`config.mk`:
```
export PLATFORM = sky130hd
export DESIGN_NAME = paged_pc
export DESIGN_NICKNAME = d
export VERILOG_FILES = /design/src/rtl/paged_pc_pkg.sv /design/src/rtl/paged_pc_ctrl.sv /design/src/rtl/paged_pc_dp.sv /design/src/rtl/paged_pc.sv
export SDC_FILE = /design/constraint.sdc
export NUM_CORES = 1
export LEC_CHECK = 0
export BUFFER_PORTS_ARGS = -buffer_cell sky130_fd_sc_hd__buf_2
export CAP_MARGIN = 20
export CORE_MARGIN = 2
export CORE_UTILIZATION = 40
export CTS_BUF_LIST = sky130_fd_sc_hd__clkbuf_8 sky130_fd_sc_hd__clkbuf_16
export CTS_CLUSTER_SIZE = 10
export DETAILED_ROUTE_END_ITERATION = 6
export GPL_TIMING_DRIVEN = 1
export PLACE_DENSITY_LB_ADDON = 0.15
export SLEW_MARGIN = 20
export SYNTH_ARGS = -nofsm -noshare
export SYNTH_HDL_FRONTEND = slang
export SYNTH_SLANG_ARGS = --single-unit
```
`constraint.sdc`:
```
create_clock -name clk -period 3 [get_ports clk]
set_input_delay 0 -clock clk [delete_from_list [all_inputs] [get_ports clk]]
set_output_delay 0 -clock clk [all_outputs]
set_load 0.02 [all_outputs]
```
`src/rtl/paged_pc_pkg.sv`:
```
package paged_pc_pkg;

  typedef enum logic [2:0] {
    SEL_HOLD,
    SEL_INC,
    SEL_LOW,
    SEL_JUMP,
    SEL_VEC,
    SEL_POP
  } pcSel_e;

  typedef enum logic {
    PUSH_NEXT,
    PUSH_CUR
  } pushSel_e;

  typedef struct packed {
    pcSel_e   sel;
    logic     push;
    logic     pop;
    pushSel_e pushSel;
  } pcStrobes_t;

endpackage

```
`src/rtl/paged_pc_ctrl.sv`:
```
module paged_pc_ctrl
  import paged_pc_pkg::*;
#(
  parameter int DEPTH = 8,
  localparam int PTR_W = $clog2(DEPTH)
) (
  input  logic             clk,
  input  logic             rstN,
  input  logic             incEn,
  input  logic             lowWrite,
  input  logic             jumpEn,
  input  logic             callEn,
  input  logic             retEn,
  input  logic             intEn,
  output pcStrobes_t       strb,
  output logic [PTR_W-1:0] wrPtr,
  output logic [PTR_W-1:0] rdPtr
);

  logic [PTR_W-1:0] stackPtr;

  always_comb begin
    strb = '{sel: SEL_HOLD, push: 1'b0, pop: 1'b0, pushSel: PUSH_NEXT};
    if (intEn) begin
      strb.sel     = SEL_VEC;
      strb.push    = 1'b1;
      strb.pushSel = PUSH_CUR;
    end else if (callEn) begin
      strb.sel     = SEL_JUMP;
      strb.push    = 1'b1;
      strb.pushSel = PUSH_NEXT;
    end else if (jumpEn) begin
      strb.sel = SEL_JUMP;
    end else if (retEn) begin
      strb.sel = SEL_POP;
      strb.pop = 1'b1;
    end else if (lowWrite) begin
      strb.sel = SEL_LOW;
    end else if (incEn) begin
      strb.sel = SEL_INC;
    end
  end

  always_ff @(posedge clk or negedge rstN) begin
    if (!rstN) begin
      stackPtr <= '0;
    end else if (strb.push) begin
      stackPtr <= stackPtr + PTR_W'(1);
    end else if (strb.pop) begin
      stackPtr <= stackPtr - PTR_W'(1);
    end
  end

  assign wrPtr = stackPtr;
  assign rdPtr = stackPtr - PTR_W'(1);


  push_pop_excl_chk: assert property (@(posedge clk) disable iff (!rstN)
    $onehot0({strb.push, strb.pop}));


  ptr_ring_chk: assert property (@(posedge clk) disable iff (!rstN)
    strb.push |=> stackPtr == $past(stackPtr) + PTR_W'(1));

endmodule

```
`src/rtl/paged_pc_dp.sv`:
```
module paged_pc_dp
  import paged_pc_pkg::*;
#(
  parameter int ADDR_W      = 13,
  parameter int FIELD_W     = 11,
  parameter int LATCH_W     = 5,
  parameter int DEPTH       = 8,
  parameter int IMPL_ADDR_W = 13,
  parameter int VECTOR      = 4,
  localparam int PTR_W  = $clog2(DEPTH),
  localparam int LOW_W  = ADDR_W - LATCH_W,
  localparam int PAGE_W = ADDR_W - FIELD_W
) (
  input  logic               clk,
  input  logic               rstN,
  input  pcStrobes_t         strb,
  input  logic [PTR_W-1:0]   wrPtr,
  input  logic [PTR_W-1:0]   rdPtr,
  input  logic [LOW_W-1:0]   lowData,
  input  logic [FIELD_W-1:0] jumpField,
  input  logic               latchWrite,
  input  logic [LATCH_W-1:0] latchData,
  output logic [ADDR_W-1:0]  progAddr,
  output logic [LOW_W-1:0]   lowByte
);

  localparam logic [ADDR_W-1:0] VEC_ADDR = ADDR_W'(VECTOR);

  logic [ADDR_W-1:0]  pcReg;
  logic [ADDR_W-1:0]  pcNext;
  logic [ADDR_W-1:0]  pcPlusOne;
  logic [ADDR_W-1:0]  pushVal;
  logic [LATCH_W-1:0] upperLatch;
  logic [ADDR_W-1:0]  stackMem [DEPTH];

  assign pcPlusOne = pcReg + ADDR_W'(1);
  assign pushVal   = (strb.pushSel == PUSH_CUR) ? pcReg : pcPlusOne;

  always_comb begin
    unique case (strb.sel)
      SEL_INC:  pcNext = pcPlusOne;
      SEL_LOW:  pcNext = {upperLatch, lowData};
      SEL_JUMP: pcNext = {upperLatch[LATCH_W-1 -: PAGE_W], jumpField};
      SEL_VEC:  pcNext = VEC_ADDR;
      SEL_POP:  pcNext = stackMem[rdPtr];
      default:  pcNext = pcReg;
    endcase
  end

  always_ff @(posedge clk or negedge rstN) begin
    if (!rstN) begin
      pcReg      <= '0;
      upperLatch <= '0;
    end else begin
      pcReg <= pcNext;
      if (latchWrite) upperLatch <= latchData;
    end
  end

  always_ff @(posedge clk or negedge rstN) begin
    if (!rstN) begin
      for (int i = 0; i < DEPTH; i++) stackMem[i] <= '0;
    end else if (strb.push) begin
      stackMem[wrPtr] <= pushVal;
    end
  end

  generate
    if (IMPL_ADDR_W < ADDR_W) begin : g_partial
      assign progAddr = {{(ADDR_W-IMPL_ADDR_W){1'b0}}, pcReg[IMPL_ADDR_W-1:0]};
    end else begin : g_full
      assign progAddr = pcReg;
    end
  endgenerate

  assign lowByte = pcReg[LOW_W-1:0];


  jump_page_chk: assert property (@(posedge clk) disable iff (!rstN)
    (strb.sel == SEL_JUMP) |=> pcReg[FIELD_W-1:0] == $past(jumpField) &&
      pcReg[ADDR_W-1:FIELD_W] == $past(upperLatch[LATCH_W-1 -: PAGE_W]));


  latch_kept_chk: assert property (@(posedge clk) disable iff (!rstN)
    ((strb.push || strb.pop) && !latchWrite) |=> $stable(upperLatch));


  pop_loads_stack_chk: assert property (@(posedge clk) disable iff (!rstN)
    strb.pop |=> pcReg == $past(stackMem[rdPtr]));

endmodule

```
`src/rtl/paged_pc.sv`:
```
module paged_pc
  import paged_pc_pkg::*;
#(
  parameter int ADDR_W      = 13,
  parameter int FIELD_W     = 11,
  parameter int LATCH_W     = 5,
  parameter int DEPTH       = 8,
  parameter int IMPL_ADDR_W = 13,
  parameter int VECTOR      = 4,
  localparam int LOW_W = ADDR_W - LATCH_W,
  localparam int PTR_W = $clog2(DEPTH)
) (
  input  logic               clk,
  input  logic               rstN,
  input  logic               incEn,
  input  logic               lowWrite,
  input  logic [LOW_W-1:0]   lowData,
  input  logic               jumpEn,
  input  logic               callEn,
  input  logic               retEn,
  input  logic               intEn,
  input  logic [FIELD_W-1:0] jumpField,
  input  logic               latchWrite,
  input  logic [LATCH_W-1:0] latchData,
  output logic [ADDR_W-1:0]  progAddr,
  output logic [LOW_W-1:0]   lowByte
);

  pcStrobes_t       strb;
  logic [PTR_W-1:0] wrPtr;
  logic [PTR_W-1:0] rdPtr;

  paged_pc_ctrl #(.DEPTH(DEPTH)) u_ctrl (
    .clk(clk), .rstN(rstN), .incEn(incEn), .lowWrite(lowWrite),
    .jumpEn(jumpEn), .callEn(callEn), .retEn(retEn), .intEn(intEn),
    .strb(strb), .wrPtr(wrPtr), .rdPtr(rdPtr)
  );

  paged_pc_dp #(
    .ADDR_W(ADDR_W), .FIELD_W(FIELD_W), .LATCH_W(LATCH_W), .DEPTH(DEPTH),
    .IMPL_ADDR_W(IMPL_ADDR_W), .VECTOR(VECTOR)
  ) u_dp (
    .clk(clk), .rstN(rstN), .strb(strb), .wrPtr(wrPtr), .rdPtr(rdPtr),
    .lowData(lowData), .jumpField(jumpField), .latchWrite(latchWrite),
    .latchData(latchData), .progAddr(progAddr), .lowByte(lowByte)
  );


  int_vector_chk: assert property (@(posedge clk) disable iff (!rstN)
    intEn |=> progAddr == ADDR_W'(VECTOR));

endmodule

```
==> results.ini, run 1 <==
[synthesis]
yosys.cell_types.count = 48
synth_area_leaders = dfrtp_1, mux4_2, a21oi_1
synthCells = 586
ys_seq_area_frac = 0.5099
yosysTopAreaCell = dfrtp_1
synth_flop_cell = dfrtp_1
synth.most_common_cell = dfrtp_1
synth_compound_area_frac = 0.1275
synth-xor-area-share = 0.03590
synthAdderAreaFrac = 0.006119
avgSynthCellArea_um2 = 10.47
synth_fp_nets = 622
yosys.area.top_type_share = 0.5099
ys_warn_count = 0
synth_simple_gate_area_frac = 0.1422
synth_mux_area_frac = 0.1320
synth_area_um2 = 6135
synth-edff-count = 0
synth_common_cells = dfrtp_1, nor2_1, a21oi_1
synth-seq-cells = 125
synthArstFlopShare = 1.000
synth_top_family_by_area = simple AND/OR/NAND/NOR gates

[layout]
finalNetCount = 687
drive_above_1_share = 0.2184
design_area_um2 = 7438
n_antenna_cell = 0
finalNonFillerCells = 852
syn_to_final_growth_pct = 21.25

[global_route]
grt_busiest_layer = met2
antenna_found_initial = 0
grt_max_degree = 66
grt_pass1_vias = 4686
grt_use_met1 = 0.2949
grt_overflow = 0
grt_usage = 0.2128
use_met2 = 0.3391
grt_pass1_wl_um = 26140
grt.met3_usage = 0.03673

[floorplanning]
core-area_um2 = 15090
dieHeight_um = 127.8
start_util = 0.4066
io_pins = 54
dieArea_um2 = 16340
fp-row-count = 45
fp.dieW_um = 127.8

[sta]
timing_worst_slew_pin_value_ns = 1.006
clock_skew_ns = 0.009516
relSlewSlack = 0.3291
setup-tns-final_ns = 0
fmax_mhz = 349.3
slew_violations = 0
holdWs_ns = 0.01582
fin_crit_ns = 2.863
finalSetupViolations = 0
finalHoldViolations = 0
rsz0062_at_grt = no
fin_crit_sh = 0.9543

[power]
p_comb_frac = 0.387
cellLeakagePower_uw = 0.003164
swShare = 0.3482
pwr-share-seq = 0.341
ir_worst_vdd_uv = 432.7
p_int_uw = 5537
power_density_nw_per_um2 = 1142
p_sw_uw = 2958
clockPowerShare = 0.272

[clock_network]
cts_buffers = 17
clk_pin_slew_ns = 0.06
cts_setup_buffers = 0
cts_tree = built
cts-root-buf = clkbuf_16
htreeDepth = 4
clockBufferDepth = 2
clkLatencyLatePin_ns = 0.42
numClockSinks = 125

[place]
placed_cell_area_um2 = 6502
dp_hpwl_um = 10670
routabilityCongestion = 0.7782
dp_cells = 794
portBuffers = 53

[critical_path]
path_cells = inv_1 > ha_2 > buf_12 > mux4_2 > mux2_2 > a221oi_1 > a21oi_1 > dlygate4sd3_1
critPathMaxStageDelay_ns = 0.59
critical_path_class = reg2reg
crit_arrival_ns = 3.16
startpoint_type = register
reg2reg_depth = 8
required_ns = 3.30
endpoint_kind = register
crit_path_max_fanout = 14
cp_slowest_cell = dlygate4sd3_1

[drt]
dr.first_iter.drc_count = 342
wl_um = 16130
num_vias = 4621
wl_per_cell_um = 18.93
drc_errors = 0
via_per_inst = 5.424
dr.pass1.iters = 4
ant_nets = 0

[min_path]
min_path_cells = 3
hold_class = in2reg

[status]
outcome = finished clean

[job]
drv_cap = 0

-- cell type report --
type                    instances  area, um2
flip-flops and latches        125       3128
well taps                     188      235.2
clock buffers                  17      425.4
repair buffers                 91      648.1
clock inverters                15      242.7
inverters                       8      30.03
multi-input cells             408       2729
fillers                      1371       7651
-- through the flow --
stage	util	setup WS [ns]	power, uW
2_1_floorplan	-	0.8372	5234
3_3_place_gp	0.4309	0.6423	6030
3_5_place_dp	0.4309	0.5946	6137
4_1_cts	0.4918	0.1110	8532
5_1_grt	0.4930	0.04174	9038
6_report	0.4930	0.1372	8495
-- repair_timing --
item,in CTS,in global routing
setup endpoints to repair,0,1
resized for setup,0,1
hold endpoints to repair,74,0
hold buffers,25,0
-- routing by layer --
layer	share of wire	wire length [um]	up-vias
met3	0.042	672	20
met5	0	0	-
met4	0.015	243	0
met1	0.47	7583	2289
li1	-	-	2186
met2	0.47	7627	126
-- logic make-up (layout without fill, tap and decap cells) --
kind of cell | count (synthesis) | count (layout)
XOR/XNOR | 23 | 23
buffers and inverters | 53 | 131
flip-flops | 125 | 125
AND/OR/NAND/NOR | 191 | 191
multiplexers | 48 | 48
adder cells (fa/ha/maj) | 3 | 3
AO/OA/AOI/OAI | 143 | 143
-- state kept, by name, summed over array words and instances (netlist names) --
signal	flops
u_dp.stackMem	104
u_dp.progAddr	13
u_ctrl.wrPtr	3
u_dp.upperLatch	5
-- worst paths after layout --
| check | end | from | slack (ns) |
|---|---|---|---|
| worst max-delay path | u_dp.progAddr[7] | u_ctrl.wrPtr[1] | 0.14 |
| worst min-delay path | u_dp.progAddr[9] | lowWrite | 0.02 |
| worst min register to register | u_dp.stackMem[89] | u_dp.stackMem[89] | 0.48 |
| worst max register to register | u_dp.progAddr[7] | u_ctrl.wrPtr[1] | 0.14 |
| max in group asynchronous | u_dp.stackMem[86] | rstN | 1.95 |
| min in group asynchronous | u_dp.stackMem[2] | rstN | 0.21 |
-- cell usage in the layout (no fill, tap or decap), types with 6 or more instances in the layout --
cell and count:
nand3_1 10, mux2i_1 13, o21ai_1 6, mux2_2 10
clkbuf_16 17, bufinv_16 6, dlygate4sd3_1 25, nor2_1 80
buf_4 11, nand2_1 63, inv_1 8, buf_2 52
a21oi_1 76, xnor2_1 18, o21ai_0 42, dfrtp_1 125
mux4_2 24, a221oi_1 7
-- critical path, delay by kind of cell, from the launching register on --
kind | cells | cell delay [ns]
adders and majority gates | 1 | 0.47
muxes | 2 | 0.62
DFF | 1 | 0.45
AOI/OAI and AO/OA | 2 | 0.33
buffers and inverters | 3 | 0.87
-- power groups by stage --
| stage | clock network [uW] | registers [uW] | logic, uW |
|---|---|---|---|
| 2_1_floorplan | 0 | 2760 | 2470 |
| 3_3_place_gp | 0 | 2880 | 3150 |
| 3_5_place_dp | 0 | 2900 | 3230 |
| 4_1_cts | 2360 | 2890 | 3290 |
| 5_1_grt | 2440 | 2990 | 3610 |
| 6_report | 2310 | 2890 | 3290 |
(Power assumes the default switching activity.)
==> inputs of run 2 (changes only) <==
--- a/config.mk
+++ b/config.mk
@@ -5,6 +5,7 @@
 export SDC_FILE = /design/constraint.sdc
 export NUM_CORES = 1
 export LEC_CHECK = 0
+export ABC_AREA = 1
 export BUFFER_PORTS_ARGS = -buffer_cell sky130_fd_sc_hd__buf_2
 export CAP_MARGIN = 20
 export CORE_MARGIN = 2
==> results.ini, run 2 <==
[floorplanning]
core-area_um2 = 17240  ; +14%
fp.dieW_um = 136.5  ; +6.8%
start_util = 0.4074  ; +0.0008245
dieArea_um2 = 18630  ; +14%
dieHeight_um = 136.5  ; +6.8%
io_pins = 54  ; unchanged
fp-row-count = 48  ; +6.7%

[min_path]
hold_class = in2reg
min_path_cells = 7  ; +4

[synthesis]
synth_common_cells = nand2_1, dfrtp_1, nand3_1
synth.most_common_cell = nand2_1
ys_warn_count = 0  ; unchanged
avgSynthCellArea_um2 = 7.510  ; -28%
synth_fp_nets = 971  ; +56%
yosysTopAreaCell = dfrtp_1
yosys.area.top_type_share = 0.4455  ; -0.06442
synthArstFlopShare = 1.000  ; unchanged
synth_flop_cell = dfrtp_1
synth-edff-count = 0  ; unchanged
synthCells = 935  ; +60%
yosys.cell_types.count = 36  ; -25%
synth_area_leaders = dfrtp_1, nand2_1, nand3_1
synth-seq-cells = 125  ; unchanged
synth_area_um2 = 7022  ; +14%
ys_seq_area_frac = 0.4455  ; -0.06442

[power]
p_sw_uw = 3782  ; +28%
cellLeakagePower_uw = 0.004079  ; +29%
pwr-share-seq = 0.334  ; -0.007
swShare = 0.4384  ; +0.09022
power_density_nw_per_um2 = 1053  ; -7.8%
p_comb_frac = 0.438  ; +0.051
ir_worst_vdd_uv = 611.8  ; +41%
p_int_uw = 4845  ; -13%
clockPowerShare = 0.227  ; -0.045

[drt]
dr.first_iter.drc_count = 428  ; +25%
drc_errors = 0  ; unchanged
via_per_inst = 5.113  ; -5.7%
num_vias = 6314  ; +37%
wl_per_cell_um = 16.91  ; -11%
dr.pass1.iters = 5  ; +1
ant_nets = 0  ; unchanged
wl_um = 20890  ; +30%

[sta]
setup-tns-final_ns = 0  ; unchanged
clock_skew_ns = 0.008042  ; -0.001473 ns
fmax_mhz = 355.6  ; +1.8%
rsz0062_at_grt = no
finalHoldViolations = 0  ; unchanged
relSlewSlack = 0.4094  ; +0.08031
fin_crit_sh = 0.9374  ; -0.01689
timing_worst_slew_pin_value_ns = 0.8849  ; -0.1214 ns
holdWs_ns = 0.01704  ; +0.001221 ns
slew_violations = 0  ; unchanged
finalSetupViolations = 0  ; unchanged
fin_crit_ns = 2.812  ; -0.05068 ns

[critical_path]
crit_path_frequent_cell = nand2_1
endpoint_kind = register
crit_arrival_ns = 3.12  ; -0.04 ns
crit_path_max_fanout = 39  ; +25
required_ns = 3.31  ; about the same
startpoint_type = register
critPathMaxStageDelay_ns = 0.59  ; about the same
reg2reg_slack_ns = 0.19  ; +0.05 ns
path_cells = inv_2 > ha_1 > inv_1 > buf_6 > nand3_1 > nand2_1 > nand2_1 > nand3_1 > nand3_1 > dlygate4sd3_1 > nand2_1 > nand2_1
worst-path-stages = 12  ; +4
critical_path_class = reg2reg
timing.critical_path.buf_inv = 4  ; +1
cp_slowest_cell = dfrtp_2
cp_top_family = buffers and inverters
reg2reg_depth = 12  ; +4

[clock_network]
clkLatencyLatePin_ns = 0.42  ; about the same
cts_tree = built
clk_pin_slew_ns = 0.06  ; about the same
htreeDepth = 4  ; unchanged
numClockSinks = 125  ; unchanged
cts_setup_buffers = 0  ; unchanged
clockBufferDepth = 2  ; unchanged
cts-root-buf = clkbuf_16
cts_buffers = 17  ; unchanged

[layout]
finalNetCount = 1033  ; +50%
n_antenna_cell = 0  ; unchanged
final_cell_mix = nand2_1, dfrtp_1, nand3_1
drive_above_1_share = 0.1485  ; -0.06986
max_flop_register = u_dp.stackMem
syn_to_final_growth_pct = 16.70
post-route-util = 0.4754  ; -0.01756
final_common_cell = nand2_1
largest_reg_flops = 104  ; unchanged
fillers = 1724  ; +26%

[place]
routabilityCongestion = 0.8534  ; +9.7%
portBuffers = 53  ; unchanged
dp_hpwl_um = 14290  ; +34%

[global_route]
grt_usage = 0.2343  ; +0.02145
grt_pass1_vias = 5968  ; +27%
grt_pass1_wl_um = 32800  ; +25%
antenna_found_initial = 0  ; unchanged
grt_max_degree = 59  ; -11%
grt_overflow = 0  ; unchanged

[status]
outcome = finished clean

[job]
drv_cap = 0  ; unchanged

==> run 2: cell count changes after synthesis, sizes merged, moves of 20 or more <==
cell   delta
inv      +88
nand3   +114
nor2     -34
nand2   +270
a21oi    -58
o21ai    +50
buf      +20
mux4     -25
==> run 2: kinds of logic after synthesis <==
family,after synthesis,share of synthesized area
buf+inv,149,0.1019
xor+xnor,10,0.01354
fa+ha+maj,3,0.005346
flops,125,0.4455
compound gates,132,0.1009
mux,1,0.001604
simple gates,515,0.3313
==> run 2: worst reg2reg max path: stages, from the launching register on <==
cell and delay (ns):
dfrtp_2 0.59, inv_2 0.26, ha_1 0.37, inv_1 0.07, buf_6 0.31, nand3_1 0.12
nand2_1 0.08, nand2_1 0.05, nand3_1 0.12, nand3_1 0.08, dlygate4sd3_1 0.56, nand2_1 0.06
nand2_1 0.04
==> run 2: path summary, 6_finish.rpt <==
kind,startpoint,endpoint
min,jumpField[1],u_dp.progAddr[1]
max reg2reg,u_ctrl.wrPtr[0],u_dp.progAddr[3]
min reg2reg,u_dp.stackMem[65],u_dp.stackMem[65]
max,u_ctrl.wrPtr[0],u_dp.progAddr[3]
max in group asynchronous,rstN,u_dp.stackMem[47]
min in group asynchronous,rstN,u_dp.stackMem[7]
==> run 2: cell type report <==
class / count / area, um2 / area share
Tap cell: 225 / 281.5 / 0.03436
Timing Repair Buffer: 96 / 681.9 / 0.08322
Inverter: 96 / 362.8 / 0.04428
Sequential cell: 125 / 3129 / 0.3819
Clock buffer: 18 / 439.2 / 0.05360
Clock inverter: 14 / 121.4 / 0.01481
Multi-Input combinational cell: 661 / 3178 / 0.3878
==> run 2: power by group through the flow <==
stage	clock network (uW)	registers (uW)	logic (uW)
after detailed placement	0	2900	3720
after floorplan	0	2750	2890
after CTS	1990	2880	3770
after global placement	0	2900	3690
after global routing	2050	2970	4310
final	1960	2880	3780
==> run 2: repair_timing <==
item                       CTS  global route
hold endpoints to repair    70             0
setup endpoints to repair    0             3
gates resized for setup      0             1
hold buffers                30             0
==> run 2: metal layers <==
metal | wire [um] | GRT usage | share of wire | up-vias
li1 | - | - | - | 3117
met1 | 9453 | 0.3146 | 0.45 | 2968
met2 | 9905 | 0.3711 | 0.47 | 184
met3 | 903 | 0.04037 | 0.043 | 45
met4 | 624 | 0.1042 | 0.030 | 0
met5 | 0 | 0 | 0 | -
==> run 2: through the flow <==
stage          cell area (um2)  power (uW)  worst slack, ns  cells
4_1_cts                   8190        8639           0.1210   1235
3_5_place_dp              7330        6616           0.6135   1173
5_1_grt                   8194        9327        0.0001568   1235
6_report                  8194        8627           0.1879   1235
2_1_floorplan             7022        5640           0.9678    935
3_3_place_gp              7330        6590           0.6424   1173
==> inputs of run 3 (changes only) <==
--- a/config.mk
+++ b/config.mk
@@ -14,7 +14,7 @@
 export CTS_CLUSTER_SIZE = 10
 export DETAILED_ROUTE_END_ITERATION = 6
 export GPL_TIMING_DRIVEN = 1
-export PLACE_DENSITY_LB_ADDON = 0.15
+export PLACE_DENSITY_LB_ADDON = 0.1
 export SLEW_MARGIN = 20
 export SYNTH_ARGS = -nofsm -noshare
 export SYNTH_HDL_FRONTEND = slang
==> results.ini, run 3 (synthesis gave the netlist of run 2 again) <==
[min_path]
holdPathEnd = u_dp.progAddr[1]
holdCritStartpoint = jumpField[1]
min_path_cells = 7  ; unchanged
hold_class = in2reg

[sta]
slew_violations = 0  ; unchanged
rsz0062_at_grt = no
fin_crit_ns = 2.749  ; -0.06357 ns
finalSetupViolations = 0  ; unchanged
relSlewSlack = 0.4071  ; -0.002355
setup_ws_ns = 0.2515  ; +0.06357 ns
timing_worst_slew_pin_value_ns = 0.8885  ; +0.003528 ns
fin_crit_sh = 0.9162  ; -0.02119
finalHoldViolations = 0  ; unchanged
holdWs_ns = 0.01507  ; -0.001975 ns
fmax_mhz = 363.8  ; +2.3%
clock_skew_ns = 0.006446  ; -0.001596 ns
setup-tns-final_ns = 0  ; unchanged

[power]
ir_worst_vdd_uv = 679.9  ; +11%
power_density_nw_per_um2 = 1093  ; +3.8%
cellLeakagePower_uw = 0.004132  ; +1.3%

[clock_network]
clkLatencyLatePin_ns = 0.42  ; about the same
htreeDepth = 4  ; unchanged
cts_hold_buf = 32  ; +6.7%
numClockSinks = 125  ; unchanged
cts_setup_buffers = 0  ; unchanged
cts-root-buf = clkbuf_16
cts_tree = built
clockBufferDepth = 2  ; unchanged
clk_pin_slew_ns = 0.06  ; about the same
post_cts_resized = 0  ; unchanged
cts_buffers = 17  ; unchanged

[job]
drv_cap = 0  ; unchanged

[layout]
finalNetCount = 1032  ; -0.097%
final_common_cell = nand2_1
n_antenna_cell = 0  ; unchanged
finalNonFillerCells = 1234  ; -0.081%
syn_to_final_growth_pct = 18.02
largest_reg_flops = 104  ; unchanged
final_cell_mix = nand2_1, dfrtp_1, nand3_1
max_flop_register = u_dp.stackMem
drive_above_1_share = 0.1447  ; -0.003817

[floorplanning]
dieHeight_um = 136.5  ; unchanged
start_util = 0.4074  ; unchanged
fp-row-count = 48  ; unchanged
io_pins = 54  ; unchanged
fp.dieW_um = 136.5  ; unchanged
dieArea_um2 = 18630  ; unchanged
core-area_um2 = 17240  ; unchanged

[critical_path]
required_ns = 3.31  ; about the same
reg2reg_slack_ns = 0.25  ; +0.06 ns
critPathMaxStageDelay_ns = 0.55  ; -0.04 ns
cp_slowest_cell = dlygate4sd3_1
startpoint_type = register
crit_arrival_ns = 3.06  ; -0.06 ns
crit_path_frequent_cell = nand2_1
r2r_start = u_ctrl.wrPtr[0]
cp_top_family = buffers and inverters
critical_path_class = reg2reg
reg2reg_depth = 12  ; unchanged
endpoint_kind = register
reg2reg_to = u_dp.progAddr[5]
crit_path_max_fanout = 32  ; -18%
timing.critical_path.buf_inv = 4  ; unchanged
path_cells = inv_2 > ha_1 > inv_1 > buf_4 > nand3_1 > nand2_1 > nand2_1 > nand3_1 > nand3_1 > dlygate4sd3_1 > nand2_1 > nand2_1

[drt]
wl_um = 22010  ; +5.4%
dr.pass1.iters = 5  ; unchanged
via_per_inst = 5.106  ; -0.13%
drc_errors = 0  ; unchanged
num_vias = 6301  ; -0.21%
dr.first_iter.drc_count = 422  ; -1.4%
wl_per_cell_um = 17.84  ; +5.5%
ant_nets = 0  ; unchanged

[global_route]
grt_usage = 0.2514  ; +0.01713
grt_overflow = 0  ; unchanged
grt_max_degree = 70  ; +19%
antenna_found_initial = 0  ; unchanged
grt_pass1_wl_um = 34800  ; +6.1%
grt_pass1_vias = 6133  ; +2.8%

[status]
outcome = finished clean

[place]
dp_cells = 1170  ; -0.26%
routabilityCongestion = 0.8969  ; +5.1%
portBuffers = 53  ; unchanged
place_ws_ns = 0.7146  ; +0.1011 ns
dp_hpwl_um = 15260  ; +6.8%

run 3: cell types whose count changed in the layout (fill, tap and decap cells not counted), sizes merged:
| cell | previous run | this run |
|---|---|---|
| buf | 66 | 63 |
| bufinv | 1 | 5 |
| clkbuf | 18 | 20 |
| clkinv | 6 | 4 |
| clkinvlp | 5 | 1 |
| dlygate4sd3 | 30 | 32 |
run 3: metrics by stage:
| stage | cell area, um2 | total power [uW] | util |
|---|---|---|---|
| after floorplan | 7022 | 5640 | - |
| after global placement | 7307 | 6667 | 0.4239 |
| after detailed placement | 7307 | 6692 | 0.4239 |
| after CTS | 8287 | 9076 | 0.4808 |
| after global routing | 8287 | 9756 | 0.4808 |
| final | 8287 | 9056 | 0.4808 |
run 3: cell type report:
type,instances,area (um2)
Inverter,96,362.8
Clock buffer,20,466.7
Timing Repair Buffer,95,675.6
Multi-Input combinational cell,661,3178
Tap cell,225,281.5
Clock inverter,12,192.7
Fill cell,1734,8950
Sequential cell,125,3129
run 3: worst register-to-register path, stage by stage, from the launching register on:
cell	delay, ns
dfrtp_2	0.40
inv_2	0.26
ha_1	0.30
inv_1	0.21
buf_4	0.40
nand3_1	0.13
nand2_1	0.08
nand2_1	0.05
nand3_1	0.08
nand3_1	0.07
dlygate4sd3_1	0.55
nand2_1	0.06
nand2_1	0.05
run 3: power by group:
group / total (uW) / switching, uW / internal, uW / leakage [uW]
logic: 3890 / 2640 / 1250 / 0.00226
clock network: 2320 / 787 / 1530 / 0.000329
registers: 2840 / 421 / 2420 / 0.00155
total: 9060 / 3850 / 5200 / 0.00413
run 3: how the worst max path moves through the flow:
stage                          startpoint                end  cells after the start
after global placement    u_ctrl.wrPtr[0]   u_dp.progAddr[8]                     12
after floorplan           u_ctrl.wrPtr[0]  u_dp.progAddr[11]                     15
after CTS                 u_ctrl.wrPtr[0]   u_dp.progAddr[5]                     12
final                     u_ctrl.wrPtr[0]   u_dp.progAddr[5]                     12
after global routing      u_ctrl.wrPtr[0]   u_dp.progAddr[5]                     12
after detailed placement  u_ctrl.wrPtr[0]  u_dp.progAddr[10]                     10
run 3: metal layers:
layer	global-route usage	wire length (um)	up-vias
li1	-	-	3104
met1	0.3293	9814	3028
met2	0.4150	10830	138
met3	0.04778	819	31
met4	0.09028	548	0
met5	0	0	-
